--- src/rtl/disp_irq_pkg.sv ---
package disp_irq_pkg;
  localparam int MAX_HEADS  = 6;
  localparam int MAX_HPD    = 6;
  localparam int REG_AW     = 6;
  localparam int REG_DW     = 8;
  localparam int SRC_ID_W   = 8;

  localparam logic [SRC_ID_W-1:0] HPD_SRC_ID = 8'd42;

  typedef enum logic [2:0] {
    GRP_STATUS = 3'd0,
    GRP_MASK   = 3'd1,
    GRP_VBACK  = 3'd2,
    GRP_VLACK  = 3'd3,
    GRP_HPD    = 3'd4,
    GRP_CMD    = 3'd7
  } reg_grp_e;

  localparam int MSK_VB_REQ = 0;
  localparam int MSK_VL_EN  = 1;
  localparam int MSK_FLIP   = 2;
  localparam int HPC_EN     = 0;
  localparam int HPC_ACK    = 1;
  localparam int HPC_POL    = 2;
  localparam int STW_VB     = 0;
  localparam int STW_VL     = 1;
  localparam int STW_HPD    = 2;
endpackage

--- src/rtl/disp_irq_cell.sv ---
module disp_irq_cell (
  input  logic clk,
  input  logic rst_n,
  input  logic ev,
  input  logic en,
  input  logic ack,
  input  logic grant,
  output logic stat,
  output logic pend
);
  logic stat_d, pend_d, hit, set_new;

  always_comb begin
    hit     = ev & en;
    set_new = hit & ~stat;
    stat_d  = hit | (stat & ~ack);
    pend_d  = set_new | (pend & ~grant);
  end

  always_ff @(posedge clk or negedge rst_n) begin
    if (!rst_n) begin
      stat <= 1'b0;
      pend <= 1'b0;
    end else begin
      stat <= stat_d;
      pend <= pend_d;
    end
  end


  stat_set_chk: assert property (@(posedge clk) disable iff (!rst_n)
    (ev && en) |=> stat);

  stat_src_chk: assert property (@(posedge clk) disable iff (!rst_n)
    (!stat && !(ev && en)) |=> !stat);

  ack_clr_chk: assert property (@(posedge clk) disable iff (!rst_n)
    (ack && !(ev && en)) |=> !stat);

  vec_on_set_chk: assert property (@(posedge clk) disable iff (!rst_n)
    (ev && en && !stat) |=> pend);
endmodule

--- src/rtl/disp_irq_arb.sv ---
module disp_irq_arb #(
  parameter int N  = 14,
  parameter int IW = (N > 1) ? $clog2(N) : 1
) (
  input  logic          clk,
  input  logic          rst_n,
  input  logic [N-1:0]  pend,
  input  logic          ready,
  output logic          valid,
  output logic [IW-1:0] sel,
  output logic [N-1:0]  grant
);
  logic [IW-1:0] first, hold_idx_q, hold_idx_d;
  logic          found, hold_vld_q, hold_vld_d, hold_ce;

  always_comb begin
    first = '0;
    found = 1'b0;
    for (int i = 0; i < N; i++) begin
      if (pend[i] && !found) begin
        first = IW'(i);
        found = 1'b1;
      end
    end
    valid = |pend;
    sel   = hold_vld_q ? hold_idx_q : first;
    grant = '0;
    if (valid && ready) grant[sel] = 1'b1;
    hold_vld_d = valid && !ready;
    hold_idx_d = sel;
    hold_ce    = valid || hold_vld_q;
  end

  always_ff @(posedge clk or negedge rst_n) begin
    if (!rst_n) begin
      hold_vld_q <= 1'b0;
      hold_idx_q <= '0;
    end else if (hold_ce) begin
      hold_vld_q <= hold_vld_d;
      hold_idx_q <= hold_idx_d;
    end
  end


  grant_onehot_chk: assert property (@(posedge clk) disable iff (!rst_n)
    $onehot0(grant));

  vec_hold_chk: assert property (@(posedge clk) disable iff (!rst_n)
    (valid && !ready) |=> (valid && $stable(sel)));
endmodule

--- src/rtl/disp_irq_hub.sv ---
module disp_irq_hub
  import disp_irq_pkg::*;
#(
  parameter int NUM_HEADS  = 4,
  parameter int NUM_HPD    = 6,
  parameter int SRC_DATA_W = 28
) (
  input  logic                  clk,
  input  logic                  rst_n,
  input  logic                  reg_we,
  input  logic [REG_AW-1:0]     reg_addr,
  input  logic [REG_DW-1:0]     reg_wdata,
  output logic [REG_DW-1:0]     reg_rdata,
  input  logic [MAX_HEADS-1:0]  vblank_evt,
  input  logic [MAX_HEADS-1:0]  vline_evt,
  input  logic [NUM_HPD-1:0]    hpd_evt,
  output logic                  vec_valid,
  input  logic                  vec_ready,
  output logic [SRC_ID_W-1:0]   vec_src_id,
  output logic [SRC_DATA_W-1:0] vec_src_data
);
  localparam int HB   = 2 * NUM_HEADS;
  localparam int NSRC = HB + NUM_HPD;
  localparam int IW   = $clog2(NSRC);

  reg_grp_e   grp;
  logic [2:0] ridx;
  logic       cfg_we, cmd_off;

  logic [MAX_HEADS-1:0] vbreq_q, vbreq_d, flip_q, flip_d, vlen_q, vlen_d;
  logic [MAX_HPD-1:0]   hpen_q, hpen_d, hpol_q, hpol_d;
  logic [MAX_HEADS-1:0] vb_stat, vl_stat;
  logic [MAX_HPD-1:0]   hp_stat;
  logic [NSRC-1:0]      src_pend, src_grant;
  logic [IW-1:0]        sel;
  logic                 unused_in;

  assign grp       = reg_grp_e'(reg_addr[5:3]);
  assign ridx      = reg_addr[2:0];
  assign cfg_we    = reg_we;
  assign cmd_off   = reg_we && (grp == GRP_CMD) && (ridx == 3'd7);
  assign unused_in = ^{vblank_evt, vline_evt, reg_wdata};

  // configuration next state
  always_comb begin
    vbreq_d = vbreq_q;
    flip_d  = flip_q;
    vlen_d  = vlen_q;
    hpen_d  = hpen_q;
    hpol_d  = hpol_q;
    if (grp == GRP_MASK && int'(ridx) < NUM_HEADS) begin
      vbreq_d[ridx] = reg_wdata[MSK_VB_REQ];
      vlen_d[ridx]  = reg_wdata[MSK_VL_EN];
      flip_d[ridx]  = reg_wdata[MSK_FLIP];
    end
    if (grp == GRP_HPD && int'(ridx) < NUM_HPD) begin
      hpen_d[ridx] = reg_wdata[HPC_EN];
      hpol_d[ridx] = reg_wdata[HPC_POL];
    end
    if (cmd_off) begin
      vbreq_d = '0;
      flip_d  = '0;
      vlen_d  = '0;
      hpen_d  = '0;
    end
  end

  always_ff @(posedge clk or negedge rst_n) begin
    if (!rst_n) begin
      vbreq_q <= '0;
      flip_q  <= '0;
      vlen_q  <= '0;
      hpen_q  <= '0;
      hpol_q  <= '0;
    end else if (cfg_we) begin
      vbreq_q <= vbreq_d;
      flip_q  <= flip_d;
      vlen_q  <= vlen_d;
      hpen_q  <= hpen_d;
      hpol_q  <= hpol_d;
    end
  end

  // per-head status cells
  for (genvar h = 0; h < MAX_HEADS; h++) begin : g_head
    if (h < NUM_HEADS) begin : g_on
      logic vb_ack, vl_ack;
      assign vb_ack = reg_we && (grp == GRP_VBACK) && (ridx == 3'(h)) && reg_wdata[0];
      assign vl_ack = reg_we && (grp == GRP_VLACK) && (ridx == 3'(h)) && reg_wdata[0];
      disp_irq_cell u_vb (
        .clk(clk), .rst_n(rst_n), .ev(vblank_evt[h]),
        .en(vbreq_q[h] | flip_q[h]), .ack(vb_ack), .grant(src_grant[2*h]),
        .stat(vb_stat[h]), .pend(src_pend[2*h]));
      disp_irq_cell u_vl (
        .clk(clk), .rst_n(rst_n), .ev(vline_evt[h]),
        .en(vlen_q[h]), .ack(vl_ack), .grant(src_grant[2*h+1]),
        .stat(vl_stat[h]), .pend(src_pend[2*h+1]));
    end else begin : g_off
      assign vb_stat[h] = 1'b0;
      assign vl_stat[h] = 1'b0;
    end
  end

  // per-connector hotplug cells
  for (genvar c = 0; c < MAX_HPD; c++) begin : g_hpd
    if (c < NUM_HPD) begin : g_on
      logic hp_ack;
      assign hp_ack = reg_we && (grp == GRP_HPD) && (ridx == 3'(c)) && reg_wdata[HPC_ACK];
      disp_irq_cell u_hp (
        .clk(clk), .rst_n(rst_n), .ev(hpd_evt[c]),
        .en(hpen_q[c]), .ack(hp_ack), .grant(src_grant[HB+c]),
        .stat(hp_stat[c]), .pend(src_pend[HB+c]));
    end else begin : g_off
      assign hp_stat[c] = 1'b0;
    end
  end

  disp_irq_arb #(.N(NSRC), .IW(IW)) u_arb (
    .clk(clk), .rst_n(rst_n), .pend(src_pend), .ready(vec_ready),
    .valid(vec_valid), .sel(sel), .grant(src_grant));

  // vector encoding
  always_comb begin
    if (int'(sel) < HB) begin
      vec_src_id   = SRC_ID_W'(int'(sel) / 2 + 1);
      vec_src_data = SRC_DATA_W'(int'(sel) % 2);
    end else begin
      vec_src_id   = HPD_SRC_ID;
      vec_src_data = SRC_DATA_W'(int'(sel) - HB);
    end
  end

  // register read
  always_comb begin
    reg_rdata = '0;
    if (int'(ridx) < MAX_HEADS) begin
      case (grp)
        GRP_STATUS: begin
          reg_rdata[STW_VB]  = vb_stat[ridx];
          reg_rdata[STW_VL]  = vl_stat[ridx];
          reg_rdata[STW_HPD] = hp_stat[ridx];
        end
        GRP_MASK: begin
          reg_rdata[MSK_VB_REQ] = vbreq_q[ridx];
          reg_rdata[MSK_VL_EN]  = vlen_q[ridx];
          reg_rdata[MSK_FLIP]   = flip_q[ridx];
        end
        GRP_VBACK: reg_rdata[0] = vb_stat[ridx];
        GRP_VLACK: reg_rdata[0] = vl_stat[ridx];
        GRP_HPD: begin
          reg_rdata[HPC_EN]  = hpen_q[ridx];
          reg_rdata[HPC_POL] = hpol_q[ridx];
        end
        default: reg_rdata = '0;
      endcase
    end
  end


  pol_keep_chk: assert property (@(posedge clk) disable iff (!rst_n)
    cmd_off |=> ($stable(hpol_q) && (hpen_q == '0) && (vbreq_q == '0)));
endmodule

--- config.mk ---
export PLATFORM = sky130hd
export DESIGN_NAME = disp_irq_hub
export DESIGN_NICKNAME = d
export VERILOG_FILES = /design/src/rtl/disp_irq_pkg.sv /design/src/rtl/disp_irq_cell.sv /design/src/rtl/disp_irq_arb.sv /design/src/rtl/disp_irq_hub.sv
export SDC_FILE = /design/constraint.sdc
export NUM_CORES = 1
export LEC_CHECK = 0
export ABC_AREA = 1
export ABC_CLOCK_PERIOD_IN_PS = 5200
export BUFFER_PORTS_ARGS = -buffer_cell sky130_fd_sc_hd__buf_2
export CORE_MARGIN = 2
export CORE_UTILIZATION = 31
export DETAILED_ROUTE_END_ITERATION = 7
export SETUP_SLACK_MARGIN = 0.2
export SLEW_MARGIN = 40
export SYNTH_ARGS = -nofsm -noshare
export SYNTH_HDL_FRONTEND = slang
export SYNTH_SLANG_ARGS = --single-unit
export TNS_END_PERCENT = 100
--- constraint.sdc ---
create_clock -name clk -period 5.2 [get_ports clk]
set_input_delay 0.26 -clock clk [delete_from_list [all_inputs] [get_ports clk]]
set_output_delay 0.26 -clock clk [all_outputs]
set_load 0.01 [all_outputs]
==> metrics.cfg, run 1 <==
[global_routing]
grt_busiest_layer=met2
antenna_found_initial=0
use_met2=0.255
grt_util_all_layers=0.157
gr-total-overflow=0
grt_first_pass_wirelength_um=15800
grt_max_degree=64
grt_use_met1=0.209
grt.met3_usage=0.0409
first_global_vias=3133

[synthesis]
ys_types=38
ys.flop_type=dfrtp_1
synth.most_common_cell=nand2_1
syn_inst=484
synthTopCellsByArea=dfrtp_1, nand2_1, buf_4
synth_top_area_cell=dfrtp_1
synthMuxAreaShare=0
netlist_top_cells_count=nand2_1, dfrtp_1, inv_1
async_reset_ff_frac=1.00
ys.warnings.count=0
syn_area_per_cell_um2=7.67
synth_top_cell_area_share=0.425
yosys.area_share.adder=0.00337
synth-edff-count=0
synth_seq_cells=63
syn_area_mm2=0.00371
yosysSeqAreaShare=0.425
synth_compound_area_frac=0.142
synth-xor-area-share=0
synthSimpleGateAreaFrac=0.284
synth_top_family_by_area=simple AND/OR/NAND/NOR gates

[timing]
holdWs_ps=9.47
drv_slew=0
max_freq_ghz=0.394
period_share=0.488
fin_crit_ps=2540
skew_ps=6.34
tightest_slew_ps=569
final-setup-viol-count=0
rsz0062_at_grt=no
relSlewSlack=0.621
finalHoldViolations=0
setup_tns_ps=0

[routing]
wl_per_cell_um=14.4
wl_um=9690
drc=0
drtIter0Drc=218
first_pass_iters=5
drtAntennaViolNets=0
viasPerCell=4.88
via_count=3291

[worst_setup_path]
crit_fanout=10
r2r_start=g_head[1].g_on.u_vb.pend
worstSetupPathType=flop to output pin
path_buf_inv=2
crit_arrival_ps=2280
crit_chain=nor2_2, nand2_2, nor2_8, nand3_1, nand3_2, nand2_4, clkinv_2, ha_1, or2_2, buf_2
crit_family=simple AND/OR/NAND/NOR gates
r2r_slack_ps=3450
critical_path.max_stage_delay_ps=400
reg2regPathDepth=10
critPathSlowestCell=dfrtp_1
cp-end-kind=output pin
reg2reg_to=g_head[3].g_on.u_vb.pend
critPathLaunchType=flop
cp_data_required_time_ps=4940

[cts]
clk_pin_slew_ps=50
hold_buffers=0
cts_resized=0
cts_tree=built
clock_path_buffers=2
worstSkewPairLatency_ps=330
postCtsSetupRepairBufs=0
cts-root-buf=clkbuf_16
cts_sinks=63
htreeDepth=3
cts_buffers=9

[place]
place_congestion=0.947
dp_hpwl_um=7430
portBuffers=38
place_area_mm2=0.00392
dp.cells=658

[die]
start_util=0.321
dieArea_mm2=0.0129
die_x_um=113
die_h_um=113
core_area_mm2=0.0116
ios=81
rows=39

[power_and_ir_drop]
power.density_mw_per_mm2=460
leakage_nw=2.06
ir_drop_uv=198

[final_layout]
fin_util=0.367
drive_gt1_frac=0.171
design_area_mm2=0.00425
synthToLayoutAreaGrowth_pct=14.4
fin_nets=563
diodes=0
final_cells=674

[run_status]
status=complete, no violations

[run]
cap_violations=0

[worst_hold_path]
hold_class=primary input to async pin

final cells by class:
type,instances,area [µm²]
Clock inverter,3,65.1
Inverter,65,248
Multi-Input combinational cell,348,1720
Fill cell,1205,7320
Tap cell,143,179
Clock buffer,13,260
Timing Repair Buffer,39,201
Sequential cell,63,1580
per-layer routing:
metal / vias up / wire (µm)
li1: 1600 / -
met5: - / 0
met4: 0 / 152
met2: 122 / 4560
met3: 17 / 541
met1: 1552 / 4430
registers in the layout, summed over array words and instances (netlist names):
name and count:
flip_q 6, g_hpd.g_on.u_hp.pend 6, g_hpd.g_on.u_hp.stat 6, hpen_q 6
hpol_q 6, vbreq_q 6, vlen_q 6, g_head.g_on.u_vb.pend 4
g_head.g_on.u_vb.stat 4, g_head.g_on.u_vl.pend 4, g_head.g_on.u_vl.stat 4, u_arb.hold_idx_q 4
u_arb.hold_vld_q 1
worst max path at each step:
stage | from | cells after the start | to
global placement | g_head[2].g_on.u_vb.pend | 10 | vec_src_id[1]
CTS | g_head[2].g_on.u_vl.pend | 10 | vec_src_id[1]
detailed placement | g_head[1].g_on.u_vb.pend | 10 | vec_src_id[1]
floorplan | g_head[1].g_on.u_vb.pend | 9 | vec_src_id[1]
global route | g_head[2].g_on.u_vl.pend | 10 | vec_src_id[1]
finish | g_head[1].g_on.u_vb.pend | 10 | vec_src_id[1]
metrics by stage:
step	setup WS, ps	power (mW)
after CTS	2640	1.97
after floorplan	3240	1.17
after global routing	2470	2.09
after detailed placement	3000	1.31
after global placement	3020	1.29
final	2660	1.95
report_power, final:
part | leakage [nW] | switching [mW] | internal (mW)
combinational | 1.14 | 0.397 | 0.197
sequential | 0.754 | 0.0892 | 0.620
clock | 0.160 | 0.205 | 0.445
cells in the final DEF (no fill, tap or decap), types with 2 or more instances in the layout:
cell type	Yosys	routed
o21ai_1	12	12
clkbuf_8	0	2
o21ai_0	50	50
nor2_2	2	2
o31ai_1	2	2
clkbuf_1	0	2
a22oi_1	6	6
a31oi_1	2	2
clkinv_2	1	2
a21oi_1	3	3
o31ai_2	2	2
nor2_1	37	37
nand2_4	3	3
inv_1	53	53
clkinv_1	3	3
nor2_4	6	6
bufinv_16	0	2
clkbuf_16	0	9
nand2_2	6	6
dfrtp_1	63	63
inv_2	7	7
conb_1	1	33
nor3_1	2	2
nand2_1	109	109
nand4_1	10	10
o22ai_1	7	7
nand3_1	39	39
or2_2	4	4
nand3_2	3	3
o211ai_1	2	2
buf_2	2	38
kinds of logic (layout without fill, tap and decap cells):
kind of cell,Yosys count,after routing
compound gates,91,91
fa+ha+maj,1,1
buf+inv,105,120
flops,63,63
other cells,1,33
simple gates,223,223
Note: power is estimated with default switching activity, not from simulation.
==> inputs of run 2 (changes only) <==
Settings changed: ABC_CLOCK_PERIOD_IN_PS 5200 to 2500.
Clock period 5.2 ns to 2.5 ns, I/O delays scaled along.
==> metrics.cfg, run 2 (synthesis gave the netlist of run 1 again) <==
[final_layout]
final_cell_mix=nand2_1, dfrtp_1, inv_1
fin_nets=578
diodes=0
fill_cells=1174
final_common_cell=nand2_1
synthToLayoutAreaGrowth_pct=17.4
drive_gt1_frac=0.189

[timing]
max_freq_ghz=0.457
final-setup-viol-count=0
setup_tns_ps=0
skew_ps=4.78
finalHoldViolations=0
setup_slack_ps=311
period_share=0.875
fin_crit_ps=2190
rsz0062_at_grt=no
drv_slew=0

[cts]
cts_tree=built
clock_path_buffers=2
htreeDepth=3
worstSkewPairLatency_ps=330
cts_buffers=9
cts-root-buf=clkbuf_16
clk_pin_slew_ps=50
cts_sinks=63

[routing]
drtIter0Drc=210
drtAntennaViolNets=0
drc=0
viasPerCell=4.84
via_count=3328
wl_per_cell_um=14.1
wl_um=9730
first_pass_iters=5

[worst_setup_path]
critPathLaunch=g_head[0].g_on.u_vb.pend
worstSetupPathType=flop to output pin
critPathSlowestCell=dfrtp_1
crit_arrival_ps=2060
crit_family=simple AND/OR/NAND/NOR gates
path_buf_inv=2
cp_common_cell=nand2_4
cp-end-kind=output pin
cp_data_required_time_ps=2380
critical_path.max_stage_delay_ps=410
crit_fanout=4
crit_chain=nor2_4, nand2_4, nor2_8, nand4_1, nand3_2, nand2_4, inv_4, ha_1, or2_4, buf_6
r2r_start=g_head[2].g_on.u_vl.pend
critPathLaunchType=flop

[power_and_ir_drop]
power.density_mw_per_mm2=943
leakage_nw=2.12
ir_drop_uv=434

[die]
die_h_um=113
core_area_mm2=0.0116
dieArea_mm2=0.0129
ios=81
start_util=0.321
rows=39
die_x_um=113

[place]
dp_hpwl_um=7370
dp_slack_ps=447
place_congestion=0.876
portBuffers=38

[run_status]
status=complete, no violations

[worst_hold_path]
hold_start=vline_evt[0]
hold_class=primary input to flop

[global_routing]
gr-total-overflow=0
grt_util_all_layers=0.157
grt_first_pass_wirelength_um=15800
first_global_vias=3105
grt_max_degree=64
antenna_found_initial=0

[run]
cap_violations=0

==> run 2: cell type report <==
type	count	area (µm²)	share of cell area
clock inverter	1	30.0	0.00689
timing repair buffer	54	334	0.0767
tap	143	179	0.0411
clock buffer	14	244	0.0560
sequential	63	1580	0.362
multi-input combinational	348	1740	0.399
inverter	65	254	0.0583
==> run 2: metal layers <==
layer  vias up  track usage  part of all wire
met5         -            0                 0
met4         0       0.0593             0.019
met3        14       0.0313             0.055
met2       129        0.249              0.47
met1      1560        0.213              0.46
li1       1625            -                 -
==> run 2: repair_timing <==
action,CTS,global route
pin swaps,4,8
hold endpoints to repair,64,0
setup endpoints to repair,1,1
hold buffers,2,0
buffers inserted,2,10
resized for setup,4,5
==> run 2: path summary, 6_finish.rpt <==
kind | end | slack (ps) | cells after the start
min reg2reg | g_hpd[3].g_on.u_hp.pend | 470 | 2
max in group asynchronous | u_arb.hold_idx_q[1] | 1870 | 3
min in group asynchronous | hpol_q[1] | 330 | 3
max reg2reg | g_hpd[0].g_on.u_hp.pend | 510 | 13
max | vec_src_id[1] | 310 | 10
min | g_head[0].g_on.u_vl.stat | 20 | 3
==> run 2: report_power, final <==
group	internal, mW	leakage (nW)	switching (mW)
sequential	1.29	0.754	0.186
combinational	0.574	1.23	0.891
clock	0.766	0.131	0.402
total	2.63	2.12	1.48
==> run 2: tightest hold or removal path, stage by stage <==
cell and delay [ps]:
buf_2 90, nand2_1 50, nand2_1 50
==> run 2: per-stage QoR <==
step | instances | power, mW | hold WS (ps) | util | area [µm²]
2_1_floorplan | 516 | 2.42 | -171 | - | 3830
3_3_place_gp | 659 | 2.68 | 161 | 0.340 | 3940
3_5_place_dp | 659 | 2.71 | 166 | 0.340 | 3940
4_1_cts | 678 | 3.95 | 9.43 | 0.369 | 4260
5_1_grt | 688 | 4.40 | 33.4 | 0.377 | 4360
6_report | 688 | 4.11 | 18.1 | 0.377 | 4360
==> inputs of run 3 (changes only) <==
Settings changed: CORE_UTILIZATION 31 to 50, PLACE_DENSITY from default to 0.74, TNS_END_PERCENT 100 to 1.
==> metrics.cfg, run 3 (synthesis gave the netlist of run 1 again) <==
[run_status]
status=complete, no violations

[place]
portBuffers=38
dp_hpwl_um=7150
place_congestion=0.918
dp.cells=616

[final_layout]
regArea_mm2=0.00158
fin_nets=593
final_common_cell=nand2_1
diodes=0
drive_gt1_frac=0.205
synthToLayoutAreaGrowth_pct=17.9
final_cells=660
multiInputGateArea_mm2=0.00174
final_cell_mix=nand2_1, dfrtp_1, inv_1
fin_util=0.606
fill_cells=686

[routing]
drtAntennaViolNets=0
wl_um=9780
via_count=3460
drc=0
first_pass_iters=5
wl_per_cell_um=14.8
viasPerCell=5.24
drtIter0Drc=283

[worst_setup_path]
critPathSlowestCell=dfrtp_1
cp_common_cell=nand2_4
crit_family=simple AND/OR/NAND/NOR gates
crit_fanout=4
critical_path.max_stage_delay_ps=420
cp_data_required_time_ps=2380
path_buf_inv=2
worstSetupPathType=flop to output pin
crit_arrival_ps=2070
critPathLaunchType=flop
crit_chain=nor2_4, nand2_4, nor2_8, nand4_1, nand3_2, nand2_4, inv_4, ha_1, or2_4, buf_6
cp-end-kind=output pin

[power_and_ir_drop]
combPwrFrac=0.394
ir_drop_uv=439
seqPwrFrac=0.360
leakage_nw=2.17
clkPwrFrac=0.246
power.density_mw_per_mm2=928
p_int_mw=2.55
switching_share=0.372
power.switching_mw=1.51

[timing]
tightest_slew_ps=509
fin_crit_ps=2200
finalHoldViolations=0
drv_slew=0
holdWs_ps=13.7
setup_tns_ps=0
relSlewSlack=0.660
skew_ps=5.28
final-setup-viol-count=0
period_share=0.878
rsz0062_at_grt=no
max_freq_ghz=0.455

[worst_hold_path]
hold_class=primary input to flop

[global_routing]
grt_util_all_layers=0.254
first_global_vias=3328
antenna_found_initial=0
grt_first_pass_wirelength_um=16300
grt_max_degree=40
gr-total-overflow=0

[cts]
cts_buffers=9
clock_path_buffers=2
htreeDepth=3
cts_tree=built
cts-root-buf=clkbuf_8
worstSkewPairLatency_ps=350
cts_sinks=63
clk_pin_slew_ps=60

[die]
die_x_um=90.2
dieArea_mm2=0.00813
start_util=0.515
ios=81
core_area_mm2=0.00721
rows=31
die_h_um=90.2

[run]
cap_violations=0

[run 3: cell types whose count changed in the layout (fill, tap and decap cells not counted)]
| cell | delta |
|---|---|
| clkbuf_8 | +11 |
| buf_4 | +9 |
| clkbuf_16 | -9 |
| dlygate4sd3_1 | +7 |
| clkbuf_1 | -3 |
| buf_12 | -1 |
| buf_2 | -1 |
| buf_6 | +1 |
| bufinv_16 | +1 |
| clkinv_2 | +1 |
[run 3: layout make-up]
cell class | count | share of cell area
Timing Repair Buffer | 69 | 0.105
Clock inverter | 3 | 0.0149
Inverter | 65 | 0.0580
Clock buffer | 13 | 0.0363
Tap cell | 99 | 0.0283
Sequential cell | 63 | 0.360
Multi-Input combinational cell | 348 | 0.397
[run 3: repair_timing]
item / in CTS / in global routing
hold buffers: 9 / 0
gates resized for setup: 4 / 6
buffers inserted: 13 / 6
endpoints found under the setup margin: 1 / 1
hold endpoints to repair: 45 / 0
pin swaps: 6 / 9
[run 3: tightest hold or removal path: stages]
cell     delay (ps)
buf_2            90
nand2_1          40
o21ai_0          60
[run 3: routing by layer]
metal  track usage  part of all wire  routed length, µm
met1         0.318              0.42               4150
met2         0.435              0.50               4890
met3        0.0562             0.060                591
met4        0.0872             0.015                150
met5             0                 0                  0
[run 3: final timing paths]
path | startpoint | endpoint | slack [ps] | depth (start not counted)
max | g_head[1].g_on.u_vb.pend | vec_src_id[1] | 300 | 10
min | hpd_evt[0] | g_hpd[0].g_on.u_hp.stat | 10 | 3
max reg2reg | g_head[1].g_on.u_vb.pend | g_hpd[0].g_on.u_hp.pend | 570 | 11
min reg2reg | g_hpd[3].g_on.u_hp.pend | g_hpd[3].g_on.u_hp.pend | 470 | 2
max in group asynchronous | rst_n | flip_q[3] | 1620 | 3
min in group asynchronous | rst_n | g_head[2].g_on.u_vl.pend | 290 | 2
[run 3: per-stage QoR]
step           total power [mW]  instance area [µm²]  worst slack [ps]
6_report                   4.06                 4380               304
3_5_place_dp               2.72                 3880               431
3_3_place_gp               2.68                 3880               484
4_1_cts                    3.92                 4310               206
5_1_grt                    4.34                 4380               189
2_1_floorplan              2.42                 3830               672
[run 3: power by group through the flow]
stage / Combinational (mW) / Clock [mW] / Sequential [mW]
after floorplan: 0.990 / 0 / 1.43
after global placement: 1.21 / 0 / 1.47
after detailed placement: 1.24 / 0 / 1.48
after CTS: 1.44 / 1.02 / 1.46
after global routing: 1.78 / 1.07 / 1.50
final: 1.60 / 0.997 / 1.46
